**config.mk**
```make
export PLATFORM = sky130hd
export DESIGN_NAME = i2cm_regfront
export DESIGN_NICKNAME = d
export VERILOG_FILES = /design/src/rtl/i2cm_pkg.sv /design/src/rtl/i2cm_rdmux.sv /design/src/rtl/i2cm_txn_port.sv /design/src/rtl/i2cm_core.sv /design/src/rtl/i2cm_regfront.sv
export SDC_FILE = /design/constraint.sdc
export NUM_CORES = 1
export LEC_CHECK = 0
export BUFFER_PORTS_ARGS = -buffer_cell sky130_fd_sc_hd__buf_2
export CORE_MARGIN = 10
export CORE_UTILIZATION = 57
export CTS_CLUSTER_DIAMETER = 30
export DETAILED_ROUTE_END_ITERATION = 10
export PLACE_DENSITY = 0.77
export SLEW_MARGIN = 20
export SYNTH_ARGS = -nofsm -noshare
export SYNTH_HDL_FRONTEND = slang
export SYNTH_SLANG_ARGS = --single-unit
```
**constraint.sdc**
```tcl
create_clock -name clk -period 3.49 [get_ports clk]
set_clock_uncertainty 0.2 [all_clocks]
set_input_delay 0.1745 -clock clk [delete_from_list [all_inputs] [get_ports clk]]
set_output_delay 0.1745 -clock clk [all_outputs]
set_load 0.005 [all_outputs]
```
**src/rtl/i2cm_pkg.sv**
```systemverilog
package i2cm_pkg;

  localparam int OFS_DATA  = 0;
  localparam int OFS_MADL  = 4;
  localparam int OFS_MADH  = 5;
  localparam int OFS_CTRL  = 6;
  localparam int OFS_MODE  = 7;
  localparam int OFS_STAT  = 8;
  localparam int OFS_XSTAT = 9;
  localparam int OFS_SADL  = 10;
  localparam int OFS_SADH  = 11;
  localparam int OFS_CDIV  = 12;
  localparam int OFS_IMSK  = 13;
  localparam int OFS_XCNT  = 14;
  localparam int OFS_XCTL  = 15;
  localparam int OFS_DCTL  = 16;

  // control byte fields
  localparam int CT_GO   = 0;
  localparam int CT_RD   = 1;
  localparam int CT_PLO  = 4;
  // status byte fields
  localparam int ST_PT   = 0;
  localparam int ST_ERR  = 2;
  localparam int ST_HAVE = 5;
  // extended status field
  localparam int XS_ABRT = 0;

  localparam logic [7:0] MASK_MODE  = 8'hDF;
  localparam logic [7:0] MASK_XCNT  = 8'h77;
  localparam logic [7:0] MASK_DCTL  = 8'h07;
  localparam logic [7:0] MASK_STW1C = 8'h0A;
  localparam logic [7:0] MASK_XSW1C = 8'h8F;

  typedef enum logic [2:0] {
    OP_NONE   = 3'd0,
    OP_STARTW = 3'd1,
    OP_STARTR = 3'd2,
    OP_SEND   = 3'd3,
    OP_RECV   = 3'd4,
    OP_STOP   = 3'd5
  } op_e;

  typedef struct packed {
    logic [7:0] mdata;
    logic [7:0] madl;
    logic [7:0] madh;
    logic [7:0] ctrl;
    logic [7:0] mode;
    logic [7:0] stat;
    logic [7:0] xstat;
    logic [7:0] sadl;
    logic [7:0] sadh;
    logic [7:0] cdiv;
    logic [7:0] imsk;
    logic [7:0] xcnt;
    logic [7:0] xctl;
    logic [7:0] dctl;
  } regs_t;

  localparam regs_t REGS_RST = '{xstat: 8'h8F, dctl: 8'h0F, default: 8'h00};

endpackage

```
**src/rtl/i2cm_rdmux.sv**
```systemverilog
module i2cm_rdmux
  import i2cm_pkg::*;
#(
  parameter int ADDR_W = 5
) (
  input  regs_t             regs,
  input  logic [ADDR_W-1:0] addr,
  output logic [7:0]        rdata
);

  always_comb begin
    rdata = 8'h00;
    case (int'(addr))
      OFS_DATA:  rdata = regs.mdata;
      OFS_MADL:  rdata = regs.madl;
      OFS_MADH:  rdata = regs.madh;
      OFS_CTRL:  rdata = regs.ctrl;
      OFS_MODE:  rdata = regs.mode;
      OFS_STAT:  rdata = regs.stat;
      OFS_XSTAT: rdata = regs.xstat;
      OFS_SADL:  rdata = regs.sadl;
      OFS_SADH:  rdata = regs.sadh;
      OFS_CDIV:  rdata = regs.cdiv;
      OFS_IMSK:  rdata = regs.imsk;
      OFS_XCNT:  rdata = regs.xcnt;
      OFS_XCTL:  rdata = regs.xctl;
      OFS_DCTL:  rdata = regs.dctl;
      default:   rdata = 8'h00;
    endcase
  end

endmodule

```
**src/rtl/i2cm_txn_port.sv**
```systemverilog
module i2cm_txn_port
  import i2cm_pkg::*;
#(
  parameter int OP_W = 3
) (
  input  logic            clk,
  input  logic            rst,
  input  logic            go,
  input  logic [OP_W-1:0] go_op,
  input  logic [7:0]      go_data,
  output logic            done,
  output logic            done_ack,
  output logic [7:0]      done_data,
  output logic            txn_valid,
  input  logic            txn_ready,
  output logic [OP_W-1:0] txn_op,
  output logic [7:0]      txn_data,
  input  logic            rsp_valid,
  input  logic            rsp_ack,
  input  logic [7:0]      rsp_data
);

  typedef enum logic [1:0] {P_IDLE, P_REQ, P_RSP} pst_e;
  pst_e st;

  always_ff @(posedge clk) begin
    if (rst) begin
      st        <= P_IDLE;
      txn_valid <= 1'b0;
      txn_op    <= '0;
      txn_data  <= '0;
      done      <= 1'b0;
      done_ack  <= 1'b0;
      done_data <= '0;
    end else begin
      done <= 1'b0;
      case (st)
        P_IDLE: if (go) begin
          txn_valid <= 1'b1;
          txn_op    <= go_op;
          txn_data  <= go_data;
          st        <= P_REQ;
        end
        P_REQ: if (txn_ready) begin
          txn_valid <= 1'b0;
          st        <= P_RSP;
        end
        P_RSP: if (rsp_valid) begin
          done      <= 1'b1;
          done_ack  <= rsp_ack;
          done_data <= rsp_data;
          st        <= P_IDLE;
        end
        default: st <= P_IDLE;
      endcase
    end
  end

  // an offered request keeps its content until the engine takes it
  assert_req_hold_R6: assert property (@(posedge clk) disable iff (rst)
    (txn_valid && !txn_ready) |=> (txn_valid && $stable(txn_op) && $stable(txn_data)));

  // the sequencer never launches a request while one is outstanding
  assert_go_when_idle_R6: assert property (@(posedge clk) disable iff (rst)
    go |-> (st == P_IDLE));

endmodule

```
**src/rtl/i2cm_core.sv**
```systemverilog
module i2cm_core
  import i2cm_pkg::*;
#(
  parameter int ADDR_W = 5,
  parameter int OP_W   = 3
) (
  input  logic              clk,
  input  logic              rst,
  input  logic              reg_req,
  input  logic              reg_we,
  input  logic [ADDR_W-1:0] reg_addr,
  input  logic [7:0]        reg_wdata,
  output logic [7:0]        reg_rdata,
  output logic              reg_ack,
  input  logic [7:0]        mux_rdata,
  output regs_t             regs,
  output logic              go,
  output logic [OP_W-1:0]   go_op,
  output logic [7:0]        go_data,
  input  logic              done,
  input  logic              done_ack,
  input  logic [7:0]        done_data
);

  typedef enum logic [3:0] {
    C_IDLE, C_WD_START, C_WD_SEND, C_STOP_ACK, C_CT_STOP, C_CT_START,
    C_RD_RECV, C_RD_STOP, C_RD_START, C_HOLD
  } cst_e;

  cst_e        st;
  regs_t       r;
  logic        busy;
  logic [7:0]  tgt;
  logic [1:0]  pend;

  assign regs = r;
  assign tgt  = {1'b0, r.madl[7:1]};
  assign pend = r.ctrl[CT_PLO+1:CT_PLO];

  always_ff @(posedge clk) begin
    if (rst) begin
      st        <= C_IDLE;
      r         <= REGS_RST;
      busy      <= 1'b0;
      reg_ack   <= 1'b0;
      reg_rdata <= '0;
      go        <= 1'b0;
      go_op     <= '0;
      go_data   <= '0;
    end else begin
      go      <= 1'b0;
      reg_ack <= 1'b0;
      case (st)
        C_IDLE: if (reg_req) begin
          if (reg_we) begin
            reg_ack <= 1'b1;
            st      <= C_HOLD;
            case (int'(reg_addr))
              OFS_DATA: begin
                r.mdata <= reg_wdata;
                reg_ack <= 1'b0;
                go      <= 1'b1;
                if (!busy) begin
                  go_op   <= OP_W'(OP_STARTW);
                  go_data <= tgt;
                  st      <= C_WD_START;
                end else begin
                  go_op   <= OP_W'(OP_SEND);
                  go_data <= reg_wdata;
                  st      <= C_WD_SEND;
                end
              end
              OFS_MADL: begin
                r.madl <= reg_wdata;
                if (busy) begin
                  reg_ack <= 1'b0;
                  go      <= 1'b1;
                  go_op   <= OP_W'(OP_STOP);
                  go_data <= 8'h00;
                  st      <= C_STOP_ACK;
                end
              end
              OFS_CTRL: begin
                r.ctrl <= reg_wdata;
                if (reg_wdata[CT_GO]) begin
                  if (reg_wdata[CT_RD]) begin
                    reg_ack <= 1'b0;
                    go      <= 1'b1;
                    if (busy) begin
                      r.stat[ST_PT] <= 1'b0;
                      go_op   <= OP_W'(OP_STOP);
                      go_data <= 8'h00;
                      st      <= C_CT_STOP;
                    end else begin
                      go_op   <= OP_W'(OP_STARTR);
                      go_data <= tgt;
                      st      <= C_CT_START;
                    end
                  end else begin
                    r.stat[ST_PT] <= 1'b0;
                  end
                end
              end
              OFS_MADH:  r.madh  <= reg_wdata;
              OFS_MODE:  r.mode  <= reg_wdata & MASK_MODE;
              OFS_STAT:  r.stat  <= r.stat & ~(reg_wdata & MASK_STW1C);
              OFS_XSTAT: r.xstat <= r.xstat & ~(reg_wdata & MASK_XSW1C);
              OFS_SADL:  r.sadl  <= reg_wdata;
              OFS_SADH:  r.sadh  <= reg_wdata;
              OFS_CDIV:  r.cdiv  <= reg_wdata;
              OFS_IMSK:  r.imsk  <= reg_wdata;
              OFS_XCNT:  r.xcnt  <= reg_wdata & MASK_XCNT;
              OFS_XCTL: begin
                if (reg_wdata[0]) r <= REGS_RST;
                else              r.xctl <= reg_wdata;
              end
              OFS_DCTL:  r.dctl  <= reg_wdata & MASK_DCTL;
              default: ;
            endcase
          end else begin
            if (int'(reg_addr) == OFS_DATA) begin
              if (!r.stat[ST_HAVE]) begin
                reg_rdata <= 8'hFF;
                reg_ack   <= 1'b1;
                st        <= C_HOLD;
              end else begin
                go      <= 1'b1;
                go_op   <= OP_W'(OP_RECV);
                go_data <= 8'h00;
                st      <= C_RD_RECV;
              end
            end else begin
              reg_rdata <= mux_rdata;
              reg_ack   <= 1'b1;
              st        <= C_HOLD;
            end
          end
        end
        C_WD_START: if (done) begin
          if (done_ack) begin
            r.stat[ST_PT]  <= 1'b1;
            r.stat[ST_ERR] <= 1'b0;
            r.xstat        <= 8'h00;
            busy           <= 1'b1;
            go             <= 1'b1;
            go_op          <= OP_W'(OP_SEND);
            go_data        <= r.mdata;
            st             <= C_WD_SEND;
          end else begin
            r.stat[ST_PT]    <= 1'b0;
            r.stat[ST_ERR]   <= 1'b1;
            r.xstat[XS_ABRT] <= 1'b1;
            reg_ack          <= 1'b1;
            st               <= C_HOLD;
          end
        end
        C_WD_SEND: if (done) begin
          if (!done_ack) begin
            r.stat[ST_PT]    <= 1'b0;
            r.stat[ST_ERR]   <= 1'b1;
            r.xstat[XS_ABRT] <= 1'b1;
            go               <= 1'b1;
            go_op            <= OP_W'(OP_STOP);
            go_data          <= 8'h00;
            st               <= C_STOP_ACK;
          end else begin
            reg_ack <= 1'b1;
            st      <= C_HOLD;
          end
        end
        C_STOP_ACK: if (done) begin
          busy    <= 1'b0;
          reg_ack <= 1'b1;
          st      <= C_HOLD;
        end
        C_CT_STOP, C_RD_STOP: if (done) begin
          busy    <= 1'b0;
          go      <= 1'b1;
          go_op   <= OP_W'(OP_STARTR);
          go_data <= tgt;
          st      <= (st == C_CT_STOP) ? C_CT_START : C_RD_START;
        end
        C_CT_START, C_RD_START: if (done) begin
          if (done_ack) begin
            r.stat[ST_HAVE] <= 1'b1;
            r.stat[ST_ERR]  <= 1'b0;
            r.xstat         <= 8'h00;
            busy            <= 1'b1;
          end else begin
            r.stat[ST_PT]    <= 1'b0;
            r.stat[ST_ERR]   <= 1'b1;
            r.xstat[XS_ABRT] <= 1'b1;
          end
          reg_ack <= 1'b1;
          st      <= C_HOLD;
        end
        C_RD_RECV: if (done) begin
          reg_rdata <= done_ack ? done_data : 8'hFF;
          r.ctrl[CT_PLO+1:CT_PLO] <= pend - 2'd1;
          if (pend == 2'd0) begin
            r.stat[ST_HAVE] <= 1'b0;
            reg_ack         <= 1'b1;
            st              <= C_HOLD;
          end else begin
            go      <= 1'b1;
            go_op   <= OP_W'(OP_STOP);
            go_data <= 8'h00;
            st      <= C_RD_STOP;
          end
        end
        C_HOLD: st <= C_IDLE;
        default: st <= C_IDLE;
      endcase
    end
  end

  // completion is a single-cycle pulse
  assert_ack_pulse_R1: assert property (@(posedge clk) disable iff (rst)
    reg_ack |=> !reg_ack);

  // after a status write the selected bits are clear
  assert_w1c_R4: assert property (@(posedge clk) disable iff (rst)
    (st == C_IDLE && reg_req && reg_we && int'(reg_addr) == OFS_STAT)
      |=> ((r.stat & ($past(reg_wdata) & MASK_STW1C)) == 8'h00));

  // soft reset restores the whole register set
  assert_soft_reset_R5: assert property (@(posedge clk) disable iff (rst)
    (st == C_IDLE && reg_req && reg_we && int'(reg_addr) == OFS_XCTL && reg_wdata[0])
      |=> (r == REGS_RST));

  // each completed receive lowers the pending count by one
  assert_pend_dec_R13: assert property (@(posedge clk) disable iff (rst)
    (st == C_RD_RECV && done) |=> (pend == $past(pend) - 2'd1));

endmodule

```
**src/rtl/i2cm_regfront.sv**
```systemverilog
module i2cm_regfront
  import i2cm_pkg::*;
#(
  parameter int WINDOW = 18,
  parameter int OP_W   = 3,
  localparam int ADDR_W = $clog2(WINDOW)
) (
  input  logic              clk,
  input  logic              rst,
  input  logic              reg_req,
  input  logic              reg_we,
  input  logic [ADDR_W-1:0] reg_addr,
  input  logic [7:0]        reg_wdata,
  output logic [7:0]        reg_rdata,
  output logic              reg_ack,
  output logic              txn_valid,
  input  logic              txn_ready,
  output logic [OP_W-1:0]   txn_op,
  output logic [7:0]        txn_data,
  input  logic              rsp_valid,
  input  logic              rsp_ack,
  input  logic [7:0]        rsp_data,
  output logic [7:0]        clk_div
);

  regs_t            regs;
  logic [7:0]       mux_rdata;
  logic             go, done, done_ack;
  logic [OP_W-1:0]  go_op;
  logic [7:0]       go_data, done_data;

  i2cm_core #(.ADDR_W(ADDR_W), .OP_W(OP_W)) u_core (
    .clk(clk), .rst(rst),
    .reg_req(reg_req), .reg_we(reg_we), .reg_addr(reg_addr),
    .reg_wdata(reg_wdata), .reg_rdata(reg_rdata), .reg_ack(reg_ack),
    .mux_rdata(mux_rdata), .regs(regs),
    .go(go), .go_op(go_op), .go_data(go_data),
    .done(done), .done_ack(done_ack), .done_data(done_data)
  );

  i2cm_rdmux #(.ADDR_W(ADDR_W)) u_mux (
    .regs(regs), .addr(reg_addr), .rdata(mux_rdata)
  );

  i2cm_txn_port #(.OP_W(OP_W)) u_port (
    .clk(clk), .rst(rst),
    .go(go), .go_op(go_op), .go_data(go_data),
    .done(done), .done_ack(done_ack), .done_data(done_data),
    .txn_valid(txn_valid), .txn_ready(txn_ready),
    .txn_op(txn_op), .txn_data(txn_data),
    .rsp_valid(rsp_valid), .rsp_ack(rsp_ack), .rsp_data(rsp_data)
  );

  assign clk_div = regs.cdiv;

endmodule

```
==> results.md, run 1 <==
* Status: completed
* Setup bufs post-CTS at 0
* Per-cell routed wire length at 21.9 um
* GPL Wtd Cong at 0.999
* Critical Path AT at 2970 ps
* Antenna fix cells at 0
* Final period util at 0.825
* Worst hold path type: primary input to flop
* Die W at 137 um
* Final Max Slew Viols at 0
* CTS Buffer Depth at 2
* Footprint of the multi-input gates at 4320 um2
* Row count at 42
* Master of the slowest instance on the critical path: a2111oi_4
* Min Tclk post-route at 2880 ps
* Share of cells above drive strength 1 at 0.151
* Post-synth design cell area at 7780 um2
* All-layer global routing usage at 0.267
* CP Data Required Time at 3580 ps
* Yosys warning total at 0
* Final TNS setup at 0 ps
* Synthesized instance count at 925
* CTS tree: yes
* Worst-path fanout max at 15
* DP Area at 8170 um2
* Die Span Y at 137 um
* IO buf count at 56
* DR vias/cell at 6.62
* Async set or reset register ratio after synthesis at 0
* Largest net degree at the start of global routing at 70
* Core area at 13300 um2
* Pwr/cell area at 555 nW/um2
* CTS sink cnt at 151
* Vias in the first global route at 7151
* Via count at 7664
* Critical path cell sequence: or4_4, or2_1, a2111oi_4, mux2i_1, nor2_1
* Sequential share of the synthesized area at 0.389
* Initial DRC Count at 1426
* Initial antenna violation count at 0
* First-pass GRT wire length at 39.3 mm
* Clock Pin Slew Worst Setup and Hold Paths at 70 ps
* Primary FF master, synth: dfxtp_1
* Syn_nets at 954
* Final instance area at 8940 um2
* Final Setup Violations at 0
* VDD IR max at 0.586 mV
* Drt total wl at 25.4 mm
* Yosys reg bits at 151
* # IOs at 57
* Rel. slew slack at 0.282
* CTS Root Cell: clkbuf_16
* Layout area overhead at 14.9%
* # fillers at 1098
* Worst setup SP type: flop
* Leakage at 3.36 nW
* DR pass1 iterations at 7
* RSZ-0062 raised after global routing: no
* DR DRC count at 0
* Pin slew with the least headroom to its limit at 1070 ps
* Nets at 997
* Setup CP Type: flop to flop
* Final Hold Viols at 0
* Max-cap viol count at 0
* Num CTS Buffers at 17
* GRT overflow at 0
* Dpl ws at 584 ps
* Max Fclk at 0.347 GHz
* Netlist cell types at 81
* H-tree levels at 4
* Mean Syn Cell Area at 8.41 um2
* CP Capture Type: flop
* Post-synth EDFFs at 0
* Worst skew pair latency at 430 ps
* Die Area at 18700 um2
* Final Worst Setup Slack at 611 ps
* Dpl hpwl at 17.1 mm
* CP peak stage delay at 720 ps
* Initial Util at 0.585
* Post-DRT Antenna Nets at 0
* Sequential Area at 3020 um2
[synth_stat cells (3+ instances only)]
cell type  number  share of area
buf_4           8         0.0077
nand2b_1        6         0.0048
inv_1          15         0.0072
a32o_1          3         0.0039
nand2_1        49          0.024
and3_1          8         0.0064
a2111oi_0       8         0.0090
nand3_1        65          0.042
a21boi_0        3         0.0029
nor2_1        120          0.058
nor2b_1        16          0.013
o22ai_1         3         0.0024
o31ai_1         4         0.0039
a21oi_2         3         0.0034
a22oi_1         3         0.0029
nor3b_1         6         0.0058
dfxtp_1       151           0.39
a221oi_1        3         0.0034
o21a_1          3         0.0029
and2_1         13          0.010
buf_1          13         0.0063
o21ai_0        37          0.024
a211o_1         3         0.0034
a31oi_1        14          0.011
o211ai_1        6         0.0058
mux2_2          5         0.0072
a311oi_1        3         0.0034
a211oi_1        5         0.0048
a22o_1          3         0.0034
o32ai_1         8         0.0090
nand4_1        12         0.0097
mux2i_1       100           0.13
and3b_1         5         0.0056
nand3b_1        4         0.0039
buf_2           8         0.0051
nor3_1         34          0.022
a21oi_1        46          0.030
nor4_1          4         0.0032
a32oi_1        12          0.014
or2_2           4         0.0032
clkbuf_1       56          0.027
[where the power goes]
group / total, mW / switching (mW) / internal [mW] / leakage (nW)
registers: 1.89 / 0.0632 / 1.82 / 1.22
clock network: 1.80 / 0.800 / 1.00 / 0.273
logic: 1.27 / 0.815 / 0.457 / 1.86
[sequential cells by signal, summed over array words and instances, names as in the netlist]
signal            count
u_core.reg_ack        1
u_core.busy           1
u_core.go_op          3
u_port.st             2
u_port.txn_valid      1
u_port.txn_data       8
u_core.regs         101
u_port.done_ack       1
u_core.reg_rdata      8
u_port.done           1
u_core.st             4
u_core.go_data        8
u_core.go             1
u_port.txn_op         3
u_port.done_data      8
[path summary, 6_finish.rpt]
kind	depth (start not counted)	startpoint	slack, ps	to
max	5	u_core.st[3]$_SDFFE_PP0P_	610	u_core.regs[18]$_SDFFE_PP0P_
max reg2reg	5	u_core.st[3]$_SDFFE_PP0P_	610	u_core.regs[18]$_SDFFE_PP0P_
min	2	rst	70	u_port.txn_op[1]$_SDFFE_PP0P_
min reg2reg	2	u_core.regs[3]$_SDFFE_PP1P_	260	u_core.regs[3]$_SDFFE_PP1P_
[worst max-delay path: cells and delay by family, from the launching register on]
family          cells  cell delay [ps]
simple gates        3             1230
compound gates      1              720
flops               1              310
mux                 1              270
[metal layers]
layer	vias to the layer above	routed length, um	GRT usage
met5	-	0	0
met4	0	1070	0.113
met3	109	2760	0.0740
met2	502	11000	0.395
met1	3610	10500	0.357
li1	3443	-	-
[cells in the final DEF, fill, tap and decap left out, drive strengths merged, types with 3 or more instances in the layout]
master	count
a22oi	3
o211ai	6
a2111oi	10
nand3	65
and3b	5
and3	8
mux2i	100
a32oi	12
a311oi	3
o22ai	3
o32ai	8
dfxtp	151
clkinv	5
nor2	120
nor3b	6
o31ai	4
a221oi	3
nor2b	16
o21a	3
a211oi	6
a211o	3
a32o	3
dlygate4sd3	20
buf	91
a21boi	3
clkbuf	19
nor3	35
a21oi	49
nand2b	6
o21ai	38
nand2	49
and2	15
nor4	5
inv	21
nand3b	4
a22o	3
nand4	13
or2	5
mux2	5
a31oi	14
[per-stage QoR]
stage	hold WS, ps	power, mW	utilization	cells
2_1_floorplan	91.0	2.82	-	925
4_1_cts	78.3	4.92	0.672	1157
6_report	65.4	4.96	0.672	1157
3_5_place_dp	211	3.13	0.615	1105
5_1_grt	92.5	5.14	0.672	1157
3_3_place_gp	203	3.12	0.615	1105
[cell type report]
type                    instances  area share
clock inverters                13      0.0150
clock buffers                  19      0.0484
multi-input cells             671       0.484
flip-flops and latches        151       0.338
inverters                      16     0.00672
well taps                     176      0.0246
repair buffers                111      0.0834
[cell families after synthesis]
family / count (synthesis) / synth area share
muxes: 105 / 0.136
adders and majority gates: 1 / 0.00161
xor gates and xnor gates: 3 / 0.00338
DFF: 151 / 0.389
and+or+nand+nor: 367 / 0.236
AOI/OAI and AO/OA: 195 / 0.178
buffers and inverters: 103 / 0.0568
[what timing repair did]
item | in CTS | in global routing
hold buffers | 20 | 0
gates resized for setup | 0 | 0
hold endpoints to repair | 28 | 0
(Power assumes the default switching activity.)
==> run 2: changes to the inputs <==
--- a/config.mk
+++ b/config.mk
@@ -7,10 +7,10 @@
 export LEC_CHECK = 0
 export BUFFER_PORTS_ARGS = -buffer_cell sky130_fd_sc_hd__buf_2
 export CORE_MARGIN = 10
-export CORE_UTILIZATION = 57
+export CORE_UTILIZATION = 55
 export CTS_CLUSTER_DIAMETER = 30
 export DETAILED_ROUTE_END_ITERATION = 10
-export PLACE_DENSITY = 0.77
+export PLACE_DENSITY = 0.78
 export SLEW_MARGIN = 20
 export SYNTH_ARGS = -nofsm -noshare
 export SYNTH_HDL_FRONTEND = slang
==> constraint.sdc (replaced) <==
create_clock -name clk -period 2.6 [get_ports clk]
set_clock_uncertainty 0.2 [all_clocks]
set_input_delay 0.13 -clock clk [delete_from_list [all_inputs] [get_ports clk]]
set_output_delay 0.13 -clock clk [all_outputs]
set_load 0.005 [all_outputs]
==> run 2 against run 1 <==
The flow now finishes with violations (setup timing). Global-route usage fell by 1.1 points. Sequential share of layout area down 1.6 points. First-iteration DRC count shrank 24%. Register-to-register slack lost 660 ps. Critical path depth unchanged. Largest cell class unchanged. Largest power group unchanged.
==> results.md, run 2 (same netlist as run 1, synthesis figures left out) <==
* DP Area at 8470 um2 (was 8170 um2)
* Largest net degree at the start of global routing at 53 (was 70)
* CP Data Required Time at 2710 ps (was 3580 ps)
* Post-DRT Antenna Nets at 0 (unchanged)
* Final Hold Viols at 0 (unchanged)
* Status: complete, but fails checks (was completed)
* Master of the slowest instance on the critical path: or4_4 (was a2111oi_4)
* First-pass GRT wire length at 40.3 mm (was 39.3 mm)
* Die W at 139 um (was 137 um)
* Clock Pin Slew Worst Setup and Hold Paths at 70 ps (about the same)
* DR DRC count at 0 (unchanged)
* Worst-path fanout max at 11 (was 15)
* Via count at 7837 (was 7664)
* Layout Utilization at 0.675 (was 0.672)
* Final Setup Violations at 3 (was 0)
* Die Area at 19300 um2 (was 18700 um2)
* IO buf count at 56 (unchanged)
* Rel. slew slack at 0.388 (was 0.282)
* Core area at 13900 um2 (was 13300 um2)
* Layout area overhead at 20.5% (was 14.9%)
* Share of cells above drive strength 1 at 0.183 (was 0.151)
* CP Capture Type: flop (unchanged)
* VDD IR max at 0.704 mV (was 0.586 mV)
* # IOs at 57 (unchanged)
* Vias in the first global route at 7400 (was 7151)
* Commonest non-fill, non-tap cell in the layout: dfxtp_1 (unchanged)
* Antenna fix cells at 0 (unchanged)
* Setup CP Type: flop to flop (unchanged)
* Critical path cell sequence: or4_4, buf_4, nor4_2, a21oi_1, and2_1 (was or4_4, or2_1, a2111oi_4, mux2i_1, nor2_1)
* Die Span Y at 139 um (was 137 um)
* Largest register FFs at 101 (unchanged)
* Max Fclk at 0.377 GHz (was 0.347 GHz)
* Worst hold path type: primary input to flop (unchanged)
* Min Tclk post-route at 2650 ps (was 2880 ps)
* Final TNS setup at -126 ps (was 0 ps)
* Final period util at 1.02 (was 0.825)
* All-layer global routing usage at 0.256 (was 0.267)
* CTS sink cnt at 151 (unchanged)
* Leakage at 3.63 nW (was 3.36 nW)
* Final Max Slew Viols at 0 (unchanged)
* Row count at 43 (was 42)
* Final instance area at 9370 um2 (was 8940 um2)
* DR vias/cell at 6.49 (was 6.62)
* Initial DRC Count at 1082 (was 1426)
* H-tree levels at 4 (unchanged)
* CTS Buffer Depth at 2 (unchanged)
* Num CTS Buffers at 17 (unchanged)
* Nets at 1044 (was 997)
* CTS Root Cell: clkbuf_16 (unchanged)
* Pwr/cell area at 723 nW/um2 (was 555 nW/um2)
* Dpl hpwl at 17.7 mm (was 17.1 mm)
* RSZ-0062 raised after global routing: no (unchanged)
* Final Worst Setup Slack at -49.0 ps (was 611 ps)
* Drt total wl at 26.0 mm (was 25.4 mm)
* CP peak stage delay at 530 ps (was 720 ps)
* Worst setup SP type: flop (unchanged)
* Tot Pwr at 6.78 mW (was 4.96 mW)
* Worst skew pair latency at 430 ps (about the same)
* # fillers at 1122 (was 1098)
* Pin slew with the least headroom to its limit at 918 ps (was 1070 ps)
* Max-cap viol count at 0 (unchanged)
* Worst hold slack at 54.6 ps (was 65.4 ps)
* Failing checks: setup timing
* Initial Util at 0.560 (was 0.585)
* Critical Path AT at 2760 ps (was 2970 ps)
* Initial antenna violation count at 0 (unchanged)
* Per-cell routed wire length at 21.5 um (was 21.9 um)
* DR pass1 iterations at 7 (unchanged)
* GRT overflow at 0 (unchanged)
* GPL Wtd Cong at 0.974 (was 0.999)
* Most frequent cells in the layout: dfxtp_1 (151), nor2_1 (120), mux2i_1 (100) (unchanged)
* CTS tree: yes (unchanged)
[run 2: stage by stage]
step	std cells	setup WS (ps)
after floorplan	925	125
after global placement	1145	115
after detailed placement	1145	115
after CTS	1208	74.2
after global routing	1208	18.5
final	1208	-49.0
[run 2: layer usage]
layer | global-route usage | vias to the layer above | wire length, um
li1 | - | 3541 | -
met1 | 0.322 | 3667 | 10600
met2 | 0.383 | 517 | 11500
met3 | 0.0812 | 112 | 2770
met4 | 0.133 | 0 | 1210
met5 | 0 | - | 0
[run 2: worst max-delay path, delay by kind of cell (launching register included)]
kind	cells	cell delay, ps
compound gates	1	460
buf+inv	1	190
flops	1	310
simple gates	3	1360
[run 2: repair_timing]
action | in CTS | in global routing
gates resized for setup | 0 | 2
buffers inserted | 0 | 0
endpoints found under the hold margin | 44 | 0
setup endpoints to repair | 0 | 4
hold buffers | 31 | 0
[run 2: final cells by class]
| type | instances | area [um2] | area share |
|---|---|---|---|
| clock buffers | 18 | 439 | 0.0468 |
| multi-input cells | 671 | 4330 | 0.462 |
| inverters | 16 | 60.1 | 0.00641 |
| flip-flops and latches | 151 | 3020 | 0.322 |
| repair buffers | 158 | 1150 | 0.123 |
| well taps | 180 | 225 | 0.0240 |
| clock inverters | 14 | 144 | 0.0153 |
[run 2: power by group]
group / internal [mW] / total, mW / switching [mW]
clock network: 1.37 / 2.42 / 1.06
logic: 0.714 / 1.82 / 1.11
registers: 2.45 / 2.54 / 0.0883
total: 4.53 / 6.78 / 2.25
[run 2: worst paths after layout]
path         cells after the start                          from  slack, ps                            to
max                              5     u_core.st[3]$_SDFFE_PP0P_        -50  u_core.regs[70]$_SDFFE_PP0P_
min                              4                        reg_we         50  u_core.go_op[2]$_SDFFE_PP0P_
max reg2reg                      5     u_core.st[3]$_SDFFE_PP0P_        -50  u_core.regs[70]$_SDFFE_PP0P_
min reg2reg                      1  u_core.regs[65]$_SDFFE_PP0P_        250  u_core.regs[65]$_SDFFE_PP0P_
